`src/rtl/i2cmb_pkg.sv`:
```
// Shared word map, status bit positions and bus symbol encoding for the
// mailbox I2C master. Assumes a 2-bit word address space.
package i2cmb_pkg;
    localparam logic [1:0] WA_OUTBOX = 2'd0;
    localparam logic [1:0] WA_CMD    = 2'd1;
    localparam logic [1:0] WA_STATUS = 2'd2;
    localparam logic [1:0] WA_INBOX  = 2'd3;

    localparam int SB_BUSY  = 12;
    localparam int SB_NACK  = 13;
    localparam int SB_RDONE = 14;
    localparam int CB_WRITE = 10;

    typedef enum logic [2:0] {
        SYM_IDLE,
        SYM_START,
        SYM_WBYTE,
        SYM_RBYTE,
        SYM_STOP
    } sym_e;
endpackage

```
`src/rtl/i2cmb_phase_timer.sv`:
```
// Phase timer: pulses tick once every DIV cycles while run is high.
// Assumes DIV >= 2. Restarts from zero whenever run is low, so the first
// phase of a transaction is a full DIV cycles long.
module i2cmb_phase_timer #(
    parameter int DIV = 8
) (
    input  logic clk,
    input  logic rst_n,
    input  logic run,
    output logic tick
);
    localparam int CW = (DIV > 2) ? $clog2(DIV) : 1;
    localparam logic [CW-1:0] LAST = CW'(DIV - 1);

    logic [CW-1:0] cnt;

    // Count system cycles within a phase.
    always_ff @(posedge clk) begin
        if (!rst_n || !run) cnt <= '0;
        else if (cnt == LAST) cnt <= '0;
        else cnt <= cnt + 1'b1;
    end

    assign tick = run && (cnt == LAST);

    // Ticks are never adjacent: each phase lasts at least two cycles.
    assert_tick_gap_R10: assert property (@(posedge clk) disable iff (!rst_n)
        tick |=> !tick);
endmodule

```
`src/rtl/i2cmb_engine.sv`:
```
// Bus engine: runs one complete register write or register read on I2C.
// Each bit takes four phases: SCL low (SDA set up), SCL rising, SCL high
// (SDA sampled, waiting while SCL is held low externally), SCL low.
// Assumes start_i arrives only while busy_o is low.
module i2cmb_engine
    import i2cmb_pkg::*;
(
    input  logic       clk,
    input  logic       rst_n,
    input  logic       start_i,
    input  logic       rd_i,
    input  logic [6:0] slave_i,
    input  logic [7:0] idx_i,
    input  logic [7:0] wdat_i,
    input  logic       tick_i,
    input  logic       scl_in,
    input  logic       sda_in,
    output logic       run_o,
    output logic       scl_pull,
    output logic       sda_pull,
    output logic       busy_o,
    output logic       done_o,
    output logic       nack_o,
    output logic       is_rd_o,
    output logic [7:0] rbyte_o
);
    sym_e       st;
    logic [1:0] phase;
    logic [3:0] bitc;
    logic [1:0] bidx;
    logic [7:0] shreg;
    logic       ack_bad, is_rd, nack_q, done_q;
    logic [6:0] sla;
    logic [7:0] idx_q, wd_q;
    logic       adv, scl_n, sda_n;

    // Advance a phase on each tick, but hold the high phase while SCL is low.
    assign adv = tick_i && !(phase == 2'd2 && !scl_in);

    // Symbol sequencer: START, bytes, optional repeated START, STOP.
    always_ff @(posedge clk) begin
        if (!rst_n) begin
            st <= SYM_IDLE; phase <= '0; bitc <= '0; bidx <= '0;
            shreg <= '0; ack_bad <= 1'b0; is_rd <= 1'b0; nack_q <= 1'b0;
            done_q <= 1'b0; sla <= '0; idx_q <= '0; wd_q <= '0;
        end else begin
            done_q <= 1'b0;
            if (st == SYM_IDLE) begin
                if (start_i) begin
                    st <= SYM_START; phase <= '0; bidx <= '0;
                    is_rd <= rd_i; sla <= slave_i; idx_q <= idx_i;
                    wd_q <= wdat_i; nack_q <= 1'b0; ack_bad <= 1'b0;
                end
            end else if (adv) begin
                phase <= phase + 2'd1;
                if (phase == 2'd2) begin
                    if (st == SYM_WBYTE && bitc == 4'd8) ack_bad <= sda_in;
                    if (st == SYM_RBYTE && bitc < 4'd8) shreg <= {shreg[6:0], sda_in};
                end else if (phase == 2'd3) begin
                    case (st)
                        SYM_START: begin
                            st <= SYM_WBYTE; bitc <= '0;
                            shreg <= {sla, (bidx != 2'd0)};
                        end
                        SYM_WBYTE: begin
                            if (bitc < 4'd8) begin
                                shreg <= {shreg[6:0], 1'b0};
                                bitc <= bitc + 4'd1;
                            end else if (ack_bad) begin
                                st <= SYM_STOP; nack_q <= 1'b1;
                            end else begin
                                bitc <= '0;
                                case (bidx)
                                    2'd0: begin shreg <= idx_q; bidx <= 2'd1; end
                                    2'd1: begin
                                        bidx <= 2'd2;
                                        if (is_rd) st <= SYM_START;
                                        else shreg <= wd_q;
                                    end
                                    default: st <= is_rd ? SYM_RBYTE : SYM_STOP;
                                endcase
                            end
                        end
                        SYM_RBYTE: begin
                            if (bitc < 4'd8) bitc <= bitc + 4'd1;
                            else st <= SYM_STOP;
                        end
                        SYM_STOP: begin st <= SYM_IDLE; done_q <= 1'b1; end
                        default: st <= SYM_IDLE;
                    endcase
                end
            end
        end
    end

    // Line levels wanted for the current symbol and phase.
    always_comb begin
        scl_n = 1'b0;
        sda_n = 1'b0;
        case (st)
            SYM_START: begin scl_n = (phase == 2'd0) || (phase == 2'd3); sda_n = phase[1]; end
            SYM_WBYTE: begin
                scl_n = (phase == 2'd0) || (phase == 2'd3);
                sda_n = (bitc < 4'd8) && !shreg[7];
            end
            SYM_RBYTE: scl_n = (phase == 2'd0) || (phase == 2'd3);
            SYM_STOP:  begin scl_n = (phase == 2'd0); sda_n = !phase[1]; end
            default: ;
        endcase
    end

    // Register the pull-down enables so the pins never glitch.
    always_ff @(posedge clk) begin
        if (!rst_n) begin scl_pull <= 1'b0; sda_pull <= 1'b0; end
        else begin scl_pull <= scl_n; sda_pull <= sda_n; end
    end

    assign run_o   = (st != SYM_IDLE);
    assign busy_o  = (st != SYM_IDLE) || done_q;
    assign done_o  = done_q;
    assign nack_o  = nack_q;
    assign is_rd_o = is_rd;
    assign rbyte_o = shreg;

    // SDA moves under a released SCL only inside START or STOP symbols.
    assert_sda_stable_high_R9: assert property (@(posedge clk) disable iff (!rst_n)
        (!scl_pull && !$past(scl_pull) && (sda_pull != $past(sda_pull)))
        |-> ($past(st) == SYM_START || $past(st) == SYM_STOP));
    // A command arriving mid-transaction leaves the latched direction alone.
    assert_busy_ignore_R4: assert property (@(posedge clk) disable iff (!rst_n)
        (st != SYM_IDLE && start_i) |=> $stable(is_rd));
    // A detected missing acknowledge always leads into STOP.
    assert_nack_stop_R7: assert property (@(posedge clk) disable iff (!rst_n)
        $rose(nack_q) |-> (st == SYM_STOP));
    // Completion is reported only once the bus sequencer is idle.
    assert_done_idle_R3: assert property (@(posedge clk) disable iff (!rst_n)
        done_q |-> (st == SYM_IDLE));
endmodule

```
`src/rtl/i2cmb_regs.sv`:
```
// Register file and command decode: outbound/inbound mailboxes, command
// word and status flags. Assumes a single-cycle write strobe; reads are
// combinational from the word address.
module i2cmb_regs
    import i2cmb_pkg::*;
(
    input  logic        clk,
    input  logic        rst_n,
    input  logic        bus_wr,
    input  logic [1:0]  bus_addr,
    input  logic [15:0] bus_wdata,
    output logic [15:0] bus_rdata,
    input  logic        busy_i,
    input  logic        done_i,
    input  logic        nack_i,
    input  logic        rd_i,
    input  logic [7:0]  rbyte_i,
    output logic        start_o,
    output logic        start_rd_o,
    output logic [6:0]  slave_o,
    output logic [7:0]  idx_o,
    output logic [7:0]  wdat_o
);
    logic [15:0] outbox;
    logic [7:0]  inbox;
    logic        rdone, nerr;
    logic        wr_stat;

    assign wr_stat = bus_wr && (bus_addr == WA_STATUS);

    // Command decode: start only on the 11 tag and only when idle.
    assign start_o    = bus_wr && (bus_addr == WA_CMD) && (bus_wdata[15:14] == 2'b11) && !busy_i;
    assign start_rd_o = !bus_wdata[CB_WRITE];
    assign slave_o    = bus_wdata[7:1];
    assign idx_o      = outbox[7:0];
    assign wdat_o     = outbox[15:8];

    // Outbound mailbox write.
    always_ff @(posedge clk) begin
        if (!rst_n) outbox <= '0;
        else if (bus_wr && bus_addr == WA_OUTBOX) outbox <= bus_wdata;
    end

    // Completion flags: set on engine result, cleared by writing 1; set wins.
    always_ff @(posedge clk) begin
        if (!rst_n) begin
            rdone <= 1'b0; nerr <= 1'b0; inbox <= '0;
        end else begin
            if (done_i && nack_i) nerr <= 1'b1;
            else if (wr_stat && bus_wdata[SB_NACK]) nerr <= 1'b0;
            if (done_i && rd_i && !nack_i) begin
                rdone <= 1'b1; inbox <= rbyte_i;
            end else if (wr_stat && bus_wdata[SB_RDONE]) rdone <= 1'b0;
        end
    end

    // Read multiplexer.
    always_comb begin
        case (bus_addr)
            WA_OUTBOX: bus_rdata = outbox;
            WA_STATUS: bus_rdata = {1'b0, rdone, nerr, busy_i, 12'h000};
            WA_INBOX:  bus_rdata = {inbox, 8'h00};
            default:   bus_rdata = 16'h0000;
        endcase
    end

    // A successful read completion is visible the next cycle even under a clear.
    assert_rdone_set_wins_R5: assert property (@(posedge clk) disable iff (!rst_n)
        (done_i && rd_i && !nack_i) |=> rdone);
    // The error flag only drops on an explicit clear.
    assert_nerr_sticky_R7: assert property (@(posedge clk) disable iff (!rst_n)
        (nerr && !(wr_stat && bus_wdata[SB_NACK])) |=> nerr);
    // Inbound data changes only with a successful read completion.
    assert_inbox_hold_R6: assert property (@(posedge clk) disable iff (!rst_n)
        !(done_i && rd_i && !nack_i) |=> $stable(inbox));
endmodule

```
`src/rtl/i2c_mailbox_master.sv`:
```
// Top level: mailbox register front end driving a single-byte register
// write/read I2C engine. Open-drain pins are exposed as pull-down enables
// plus sensed levels; the pads and pull-ups are outside this block.
module i2c_mailbox_master #(
    parameter int PHASE_DIV = 8
) (
    input  logic        clk,
    input  logic        rst_n,
    input  logic        bus_wr,
    input  logic [1:0]  bus_addr,
    input  logic [15:0] bus_wdata,
    output logic [15:0] bus_rdata,
    input  logic        scl_in,
    output logic        scl_pull,
    input  logic        sda_in,
    output logic        sda_pull
);
    logic       start, start_rd, tick, run, busy, done, nack, is_rd;
    logic [6:0] slave;
    logic [7:0] idx, wdat, rbyte;

    i2cmb_regs u_regs (
        .clk(clk), .rst_n(rst_n), .bus_wr(bus_wr), .bus_addr(bus_addr),
        .bus_wdata(bus_wdata), .bus_rdata(bus_rdata), .busy_i(busy),
        .done_i(done), .nack_i(nack), .rd_i(is_rd), .rbyte_i(rbyte),
        .start_o(start), .start_rd_o(start_rd), .slave_o(slave),
        .idx_o(idx), .wdat_o(wdat)
    );

    i2cmb_phase_timer #(.DIV(PHASE_DIV)) u_timer (
        .clk(clk), .rst_n(rst_n), .run(run), .tick(tick)
    );

    i2cmb_engine u_engine (
        .clk(clk), .rst_n(rst_n), .start_i(start), .rd_i(start_rd),
        .slave_i(slave), .idx_i(idx), .wdat_i(wdat), .tick_i(tick),
        .scl_in(scl_in), .sda_in(sda_in), .run_o(run), .scl_pull(scl_pull),
        .sda_pull(sda_pull), .busy_o(busy), .done_o(done), .nack_o(nack),
        .is_rd_o(is_rd), .rbyte_o(rbyte)
    );
endmodule

```
`config.mk`:
```
export PLATFORM = sky130hd
export DESIGN_NAME = i2c_mailbox_master
export DESIGN_NICKNAME = d
export VERILOG_FILES = /design/src/rtl/i2cmb_pkg.sv /design/src/rtl/i2cmb_phase_timer.sv /design/src/rtl/i2cmb_engine.sv /design/src/rtl/i2cmb_regs.sv /design/src/rtl/i2c_mailbox_master.sv
export SDC_FILE = /design/constraint.sdc
export NUM_CORES = 1
export LEC_CHECK = 0
export CAP_MARGIN = 20
export CORE_MARGIN = 2
export CORE_UTILIZATION = 25
export CTS_CLUSTER_DIAMETER = 120
export DETAILED_ROUTE_END_ITERATION = 6
export PLACE_DENSITY_LB_ADDON = 0.12
export SLEW_MARGIN = 20
export SYNTH_ARGS = -nofsm -noshare
export SYNTH_HDL_FRONTEND = slang
export SYNTH_SLANG_ARGS = --single-unit
```
`constraint.sdc`:
```
create_clock -name clk -period 3 [get_ports clk]
set_input_delay 0.9 -clock clk [delete_from_list [all_inputs] [get_ports clk]]
set_output_delay 0.9 -clock clk [all_outputs]
set_load 0.02 [all_outputs]
```
==> run metrics, run 1 <==
Top Ports=41; setup slack, reg-to-reg=0.75 ns; Starting Density=25.5%; Flop pwr share=about 45%; Setup Skew=approximately 0.006 ns; Rel. slew slack=48.5%; logic gate share of total power=between 5 and 6%; Die Wd=~130 µm; internal power=approximately 1.8 mW; crit path to=bus_rdata[9]; hold crit path type=reg -> reg; Hold Crit Depth=1; Cells after DPL=642; Yosys warnings=0; status=complete, no violations; num rows=44; post-DP HPWL=~7600 µm; max-cap violations=0; fmax=around 0.34 GHz; Worst path slowest cell=dlygate4sd2_1; Worst EP arrival=slightly above 2 ns; I/O Buffers=40; post-route ant nets=0; area grow syn2layout=25.7%; max-slew violations=0; worst-margin pin slew=about 0.77 ns; global-route wire length before repair=around 17000 µm; CTS max path bufs=2; initial drt markers=~140; H-tree depth=3; synthesized flop and latch total=a little under 80; FF-to-FF Start=u_engine.phase[0]; GP Congestion=between 0.7 and 0.8; Worst R2R End=u_engine.bidx[0]; worst skew pair latency=0.34 ns; clk sinks=77; # setup viols final=0; CTS clk-pin slew, worst paths=approximately 0.060 ns; Post-CTS Setup Inserts=0; Filler cells=between 1500 and 2000; number of flops mapped to enable cells by yosys=0; Worst Path Required=approximately 2.1 ns; min cycle time layout=between 2 and 3 ns; initial antenna violation count=0; Cells after Synth=429; Net Sw Power=0.530 mW; synth unique cells=54; Crit Path Category=in -> out; Post-Layout Cell Count=658; unrepaired setup endpoints after global routing=no; Root Driver=clkbuf_16; CP Cell Sequence=clkdlybuf4s15_2 -> and2_4 -> buf_12 -> a22o_1 -> dlygate4sd2_1; routed via count=slightly above 3000; syn nets=between 400 and 500; die height=between 100 and 150 µm; CP startpoint=bus_addr[1]; Initial DRT Pass Iterations=4; top_reg_cell synth=dfxtp_1; nature of the critical path endpoint=output pin; fraction of registers with async set/reset=0%; Reg2Reg Depth=7; P_leak=roughly 1.8 nW; post-DR wirelength/cell=~16 µm; vias in the first global route=3148; Layout Nets=500; crit-path max cell delay=~0.32 ns; CP max FO=9; Netlist Area Pre-Place=0.00370 mm²; Sw Ratio=23.1%; Post-Route WL=~11000 µm; CTS tree=done; Post-DP Area=approximately 0.0044 mm²; final instance area=~0.0047 mm²; Pwr Density=between 400 and 500 mW/mm²; share of cells above drive strength 1=9.70%; DR DRC count=0; Worst VDD drop=about 0.26 mV; grt ovf=0; ant diodes=0; Seq/Total Area, Yosys=41.7%; Die Area=~0.016 mm²; gr usage total=between 10 and 15%; core box area=roughly 0.014 mm²; Clk pwr share=between 40% and 50%; startpoint types=primary input; via/cell ratio=between 4 and 5; Tcrit/Tclk final=a little over nine tenths; TritonCTS Buffers=9; syn avg cell area=between 8 and 9 µm²; largest net degree at the start of global routing=31; Final Util=approximately a third; Final Hold Vio Count=0
## registers in the layout (all words and copies together), names as in the netlist, 3 cells and up
register	flops
u_regs.outbox	16
u_regs.inbox	8
u_engine.bitc	4
u_engine.sla	7
u_timer.cnt	3
u_engine.rbyte_o	8
u_engine.wd_q	8
u_engine.idx_q	8
u_engine.st	3
## repair_timing
| item | CTS | global route |
|---|---|---|
| setup endpoints to repair | 16 | 0 |
| hold buffers | 0 | 0 |
| gates resized for setup | 26 | 0 |
## critical path, delay by kind of cell
kind	cells	cell delay [ns]
compound gates	1	0.23
buf+inv	3	0.72
simple gates	1	0.21
## worst min-delay path by stage
| stage | start | end | slack (ns) |
|---|---|---|---|
| 2_1_floorplan | u_timer.cnt[0] | u_timer.cnt[0] | 0.40 |
| 6_report | u_timer.cnt[0] | u_timer.cnt[0] | 0.43 |
| 3_5_place_dp | u_timer.cnt[0] | u_timer.cnt[0] | 0.42 |
| 4_1_cts | u_timer.cnt[0] | u_timer.cnt[0] | 0.43 |
| 5_1_grt | u_timer.cnt[0] | u_timer.cnt[0] | 0.45 |
| 3_3_place_gp | u_timer.cnt[0] | u_timer.cnt[0] | 0.41 |
## power by group through the flow
stage	Combinational (mW)	Sequential, mW	Clock, mW
3_3_place_gp	0.126	1.06	0
5_1_grt	0.135	1.04	1.22
2_1_floorplan	0.0577	1.06	0
4_1_cts	0.125	1.04	1.18
3_5_place_dp	0.126	1.06	0
6_report	0.123	1.04	1.14
## cells in the mapped netlist (all sizes together) (2+ instances only)
master,count,area (µm²)
and2,16,100
o21ai,12,60.1
a21boi,41,308
ha,8,100
buf,10,55.1
a21oi,6,30.0
a22o,7,61.3
clkbuf,18,67.6
nor3,3,15.0
mux2i,21,210
nor3b,5,42.5
nor2,14,52.6
o22ai,7,43.8
o21a,6,45.0
nand3,4,20.0
nand4b,2,17.5
dfxtp,77,1540
nor2b,20,133
inv,8,30.0
nand2b,4,25.0
o221ai,7,61.3
nand3b,3,35.0
nand2,103,389
and4b,2,20.0
and3,3,18.8
nor4,3,33.8
a2111oi,2,42.5
## metal layers
metal  track usage [%]  part of all wire (%)  up-vias  wire length (µm)
met5                 0                     0        -                 0
met4              3.46                   1.2        0               127
met3              3.87                   2.8        9               301
met2              23.8                    48       41              5120
met1              18.2                    48     1453              5110
li1                  -                     -     1560                 -
## cell usage in the layout, fill, tap and decap left out, types with 3 or more instances in the layout
master / instances
a22o_1: 7
nor2b_1: 19
clkdlybuf4s50_1: 21
nor3b_1: 4
nand2_1: 102
clkbuf_16: 9
dfxtp_1: 77
and2_1: 14
nand3_1: 4
dlygate4sd2_1: 14
a21boi_0: 41
mux2i_1: 21
nand2b_1: 4
and3_1: 3
a21oi_1: 6
o21ai_0: 11
o22ai_1: 7
nor2_1: 14
buf_4: 15
o221ai_1: 7
ha_1: 8
inv_1: 8
nor3_1: 3
o21a_1: 6
## kinds of logic after synthesis
| kind of cell | count (synthesis) | share of synthesized area, % |
|---|---|---|
| multiplexers | 22 | 5.99 |
| AO/OA/AOI/OAI | 97 | 19.6 |
| buffers and inverters | 36 | 4.13 |
| flip-flops | 77 | 41.7 |
| AND/OR/NAND/NOR | 189 | 25.9 |
| adder cells (fa/ha/maj) | 8 | 2.71 |
## metrics by stage
| step | hold slack, ns | power, mW | setup WS [ns] | TNS [ns] |
|---|---|---|---|---|
| 2_1_floorplan | 0.398 | 1.12 | 0.323 | 0 |
| 3_3_place_gp | 0.409 | 1.19 | -0.651 | -8.74 |
| 3_5_place_dp | 0.419 | 1.19 | -0.669 | -9.01 |
| 4_1_cts | 0.429 | 2.35 | 0.0454 | 0 |
| 5_1_grt | 0.450 | 2.39 | 0.0213 | 0 |
| 6_report | 0.427 | 2.30 | 0.0470 | 0 |
## area by class of cell
cell class / instances / area [µm²] / area share (%)
multi-input combinational: 316 / 2010 / 43.2
timing repair buffer: 57 / 533 / 11.5
clock inverter: 6 / 70.1 / 1.51
tap: 184 / 230 / 4.95
sequential: 77 / 1540 / 33.1
inverter: 8 / 30.0 / 0.646
clock buffer: 10 / 239 / 5.14
Power figures use the tool's default switching activity.
==> inputs of run 2 (changes only) <==
Settings changed: RECOVER_POWER set to 25.
==> run metrics, run 2 (same netlist as run 1, synthesis figures left out) <==
nature of the critical path endpoint=output pin; Largest Register=u_regs.outbox; worst-margin pin slew=1.08 ns (+0.311 ns); Initial DRT Pass Iterations=4 (unchanged); Post-Route WL=10700 µm (+0.38%); Worst VDD drop=0.260 mV (about the same); Crit Path Category=in -> out; P_leak=1.76 nW (-0.88%); hold crit path type=reg -> reg; core box area=0.0145 mm² (unchanged); most frequent cells in the layout=102 x nand2_1, 77 x dfxtp_1, 41 x a21boi_0; min cycle time layout=2.95 ns (-0.00000640 ns); Die Wd=126 µm (unchanged); Root Driver=clkbuf_16; max reg flops=16 (unchanged); clk sinks=77 (unchanged); CTS max path bufs=2 (unchanged); status=complete, no violations; GP Congestion=0.739 (unchanged); Tcrit/Tclk final=98.4% (about the same); Top Ports=41 (unchanged); max-cap violations=0 (unchanged); die height=126 µm (unchanged); commonest non-fill, non-tap cell in the layout=nand2_1; global-route wire length before repair=17300 µm (unchanged); Cells after DPL=642 (unchanged); post-DP HPWL=7580 µm (unchanged); H-tree depth=3 (unchanged); Die Area=0.0158 mm² (unchanged); Rel. slew slack=27.8% (-21 points); TritonCTS Buffers=9 (unchanged); Starting Density=25.5% (unchanged); Top delay family on crit path=buffers and inverters; I/O Buffers=40 (unchanged); area grow syn2layout=25.4%; unrepaired setup endpoints after global routing=no; Layout Nets=500 (unchanged); CTS clk-pin slew, worst paths=0.06 ns (about the same); gr usage total=14.2% (unchanged); routed via count=3069 (+0.20%); Worst EP arrival=2.05 ns (about the same); Post-Layout Cell Count=658 (unchanged); Worst path slowest cell=dlygate4sd2_1; fmax=0.339 GHz (about the same); crit-path max cell delay=0.32 ns (about the same); num rows=44 (unchanged); CP max FO=9 (unchanged); startpoint types=primary input; Setup Skew=0.00672 ns (+0.000612 ns); largest net degree at the start of global routing=31 (unchanged); CTS tree=done; final instance area=0.00464 mm² (-0.27%); # setup viols final=0 (unchanged); post-route ant nets=0 (unchanged); setup slack, reg-to-reg=0.75 ns (about the same); ant diodes=0 (unchanged); CP Cell Sequence=clkdlybuf4s15_2 -> and2_4 -> buf_12 -> a22o_1 -> dlygate4sd2_1; Post-DP Area=0.00435 mm² (unchanged); Filler cells=1526 (+0.13%); initial antenna violation count=0 (unchanged); Pwr Density=495 mW/mm² (+0.23%); via/cell ratio=4.66 (+0.20%); DR DRC count=0 (unchanged); worst skew pair latency=0.34 ns (about the same); share of cells above drive strength 1=8.86% (-0.84 points); Final Hold Vio Count=0 (unchanged); # hold bufs at CTS=0 (unchanged); vias in the first global route=3148 (unchanged); max-slew violations=0 (unchanged); post-DR wirelength/cell=16.3 µm (+0.38%); initial drt markers=156 (+15%); grt ovf=0 (unchanged); Worst Path Required=2.10 ns (about the same); WP buf/inv=3 (unchanged)
==> run 2: cell types whose count changed in the layout (fill, tap and decap cells not counted), sizes merged <==
cell,before,now
clkbuf,10,14
buf,18,14
==> run 2: path summary, 6_finish.rpt <==
path / cells past startpoint / from / to
max: 5 / bus_addr[1] / bus_rdata[9]
min: 1 / u_timer.cnt[0] / u_timer.cnt[0]
max reg2reg: 7 / u_engine.phase[0] / u_engine.bidx[0]
min reg2reg: 1 / u_timer.cnt[0] / u_timer.cnt[0]
==> run 2: final cells by class <==
type / count / area (µm²) / area share, %
tap: 184 / 230 / 4.96
timing repair buffer: 57 / 520 / 11.2
clock inverter: 6 / 70.1 / 1.51
inverter: 8 / 30.0 / 0.647
clock buffer: 10 / 239 / 5.15
sequential: 77 / 1540 / 33.2
multi-input combinational: 316 / 2010 / 43.3
==> run 2: stage by stage <==
stage | total power [mW] | hold WS [ns] | setup slack (ns) | TNS, ns | utilization [%]
3_3_place_gp | 1.19 | 0.409 | -0.651 | -8.74 | 30.1
2_1_floorplan | 1.12 | 0.398 | 0.323 | 0 | -
3_5_place_dp | 1.19 | 0.419 | -0.669 | -9.01 | 30.1
6_report | 2.30 | 0.427 | 0.0470 | 0 | 32.0
5_1_grt | 2.39 | 0.450 | 0.0213 | 0 | 32.0
4_1_cts | 2.35 | 0.429 | 0.0454 | 0 | 32.1
==> run 2: timing repair <==
item	CTS	global route
setup endpoints to repair	16	0
buffers inserted	0	0
gates resized for setup	26	0
==> run 2: layer usage <==
metal / routed length [µm] / GRT usage, % / vias to the layer above
li1: - / - / 1562
met1: 5130 / 18.2 / 1457
met2: 5120 / 23.8 / 41
met3: 319 / 3.87 / 9
met4: 127 / 3.46 / 0
met5: 0 / 0 / -
==> run 2: power breakdown <==
group          internal [mW]  switching [mW]
clock network          0.675           0.462
registers               1.03         0.00765
logic                 0.0610          0.0608
total                   1.77           0.530
==> inputs of run 3 (changes only) <==
Settings changed: ABC_AREA set to 1, CAP_MARGIN 20 to not set.
==> run metrics, run 3 <==
status=complete, no violations; Yosys warnings=0 (unchanged); most frequent cells in the layout=102 x nand2_1, 84 x nor2_1, 77 x dfxtp_1; min cycle time layout=2.83 ns (-0.124 ns); global-route wire length before repair=17500 µm (+1.4%); final instance area=0.00457 mm² (-1.4%); fraction of registers with async set/reset=0% (unchanged); Filler cells=1624 (+6.4%); CP max FO=4 (-5); GP Congestion=0.794 (+7.4%); number of flops mapped to enable cells by yosys=0 (unchanged); Largest Register=u_regs.outbox; nature of the critical path endpoint=output pin; Netlist Area Pre-Place=0.00367 mm² (-0.71%); post-DR wirelength/cell=13.5 µm (-17%); Top delay family on crit path=buffers and inverters; Final Hold Vio Count=0 (unchanged); P_leak=1.91 nW (+8.8%); crit-path max cell delay=0.29 ns (-0.03 ns); worst hold start=u_timer.cnt[0]; ranking of synthesized cells by area=dfxtp_1 42%, nand2_1 10%, nor2_1 8.7%; CP startpoint=bus_addr[0]; Worst VDD drop=0.269 mV (+3.5%); Seq/Total Area, Yosys=42.0% (+0.30 points); CTS max path bufs=2 (unchanged); max reg flops=16 (unchanged); synthesized flop and latch total=77 (unchanged); CTS tree=done; max-slew violations=0 (unchanged); Worst EP arrival=1.93 ns (-0.12 ns); fmax=0.354 GHz (+4.4%); startpoint types=primary input; initial drt markers=169 (+8.3%); commonest non-fill, non-tap cell in the layout=nand2_1; gr usage total=14.0% (-0.25 points); die height=125 µm (-0.34%); Tcrit/Tclk final=94.3% (-4.1 points); # setup viols final=0 (unchanged); PnR Total Power=2.28 mW (-0.83%); post-DP HPWL=7830 µm (+3.2%); Rel. slew slack=19.4% (-8.4 points); Post-Layout Cell Count=772 (+17%); Post-DP Area=0.00430 mm² (-1.2%); Post-synth top cells=102 x nand2_1, 85 x nor2_1, 77 x dfxtp_1; vias in the first global route=3363 (+6.8%); Setup Skew=0.00934 ns (+0.00263 ns); initial antenna violation count=0 (unchanged); TritonCTS Buffers=9 (unchanged); H-tree depth=3 (unchanged); hold crit path type=reg -> reg; top_reg_cell synth=dfxtp_1; Die Wd=125 µm (-0.34%); WHS Endpoint=u_timer.cnt[0]; post-synth top area share=42.0% (+0.30 points); Initial DRT Pass Iterations=4 (unchanged); setup slack, reg-to-reg=0.73 ns (-0.02 ns); Worst R2R End=u_engine.rbyte_o[4]; Reg2Reg Depth=11 (+4); setup ws final=0.171 ns (+0.124 ns); Hold Crit Depth=1 (unchanged); share of cells above drive strength 1=12.2% (+3.4 points); grt ovf=0 (unchanged); Starting Density=25.5% (-0.085 points); core box area=0.0144 mm² (-0.38%); Root Driver=clkbuf_16; Cells after DPL=753 (+17%); CTS clk-pin slew, worst paths=0.06 ns (about the same); Post-Route WL=10400 µm (-2.6%); Crit Path Category=in -> out; via/cell ratio=4.41 (-5.4%); Cells after Synth=536 (+25%); ant diodes=0 (unchanged); Pwr Density=498 mW/mm² (+0.60%); worst skew pair latency=0.34 ns (about the same); I/O Buffers=40 (unchanged); Layout Nets=614 (+23%); top-count cell post-synth=nand2_1; largest net degree at the start of global routing=27 (-13%); WP buf/inv=4 (+1); worst-margin pin slew=1.21 ns (+0.126 ns); unrepaired setup endpoints after global routing=no; Die Area=0.0157 mm² (-0.68%); DR DRC count=0 (unchanged); Place WS=-0.468 ns (+0.201 ns); FF-to-FF Start=u_engine.st[0]; syn nets=567 (+23%); syn avg cell area=6.85 µm² (-21%); largest area contributor in the netlist=dfxtp_1; max-cap violations=0 (unchanged); clk sinks=77 (unchanged); Top Ports=41 (unchanged); post-route ant nets=0 (unchanged); area grow syn2layout=24.5%; # hold bufs at CTS=0 (unchanged); Worst Path Required=2.10 ns (about the same); CP Cell Sequence=dlygate4sd2_1 -> nand2_1 -> inv_1 -> buf_4 -> a22o_1 -> clkdlybuf4s15_1; routed via count=3408 (+11%); synth unique cells=30 (-44%); Worst path slowest cell=clkdlybuf4s15_1; num rows=44 (unchanged)
==> run 3: how the worst max path moves through the flow <==
stage	end	cells after the start
floorplan	bus_rdata[12]	2
global placement	bus_rdata[12]	4
detailed placement	bus_rdata[5]	5
CTS	bus_rdata[7]	5
global route	bus_rdata[7]	5
finish	bus_rdata[11]	6
==> run 3: cell families after synthesis <==
logic type | after synthesis | share of synthesized area (%)
and+or+nand+nor | 228 | 26.4
AOI/OAI and AO/OA | 136 | 19.4
buffers and inverters | 86 | 9.30
DFF | 77 | 42.0
adders and majority gates | 8 | 2.73
xor gates and xnor gates | 1 | 0.239
==> run 3: area by class of cell <==
type                            instances  area, µm²  share of cell area (%)
Multi-Input combinational cell        373       1790                    39.1
Sequential cell                        77       1540                    33.7
Clock inverter                          6       53.8                    1.18
Tap cell                              184        230                    5.04
Clock buffer                           10        229                    5.01
Inverter                               66        248                    5.42
Timing Repair Buffer                   56        483                    10.6
==> run 3: per-stage QoR <==
stage               hold slack, ns  utilization (%)  setup TNS, ns
floorplan                    0.399                -              0
global placement             0.409             29.8          -6.46
detailed placement           0.413             29.8          -6.90
CTS                          0.422             31.8              0
global route                 0.459             31.7              0
finish                       0.416             31.7              0
==> run 3: what timing repair did <==
action / CTS / global route
buffers inserted: 3 / 0
gates resized for setup: 55 / 0
endpoints found under the setup margin: 16 / 0
==> run 3: per-layer routing <==
layer  vias to the layer above  track usage, %  part of all wire (%)  routed length [µm]
met1                      1525            18.6                    50                5200
met5                         -               0                     0                   0
met3                        10            4.02                   4.2                 438
met4                         0            4.71                   2.3                 235
li1                       1817               -                     -                   -
met2                        56            21.7                    44                4540
==> run 3: power breakdown <==
group	internal (mW)	leakage (nW)	switching, mW
logic	0.0714	1.15	0.103
clock network	0.575	0.136	0.471
registers	1.04	0.623	0.0140
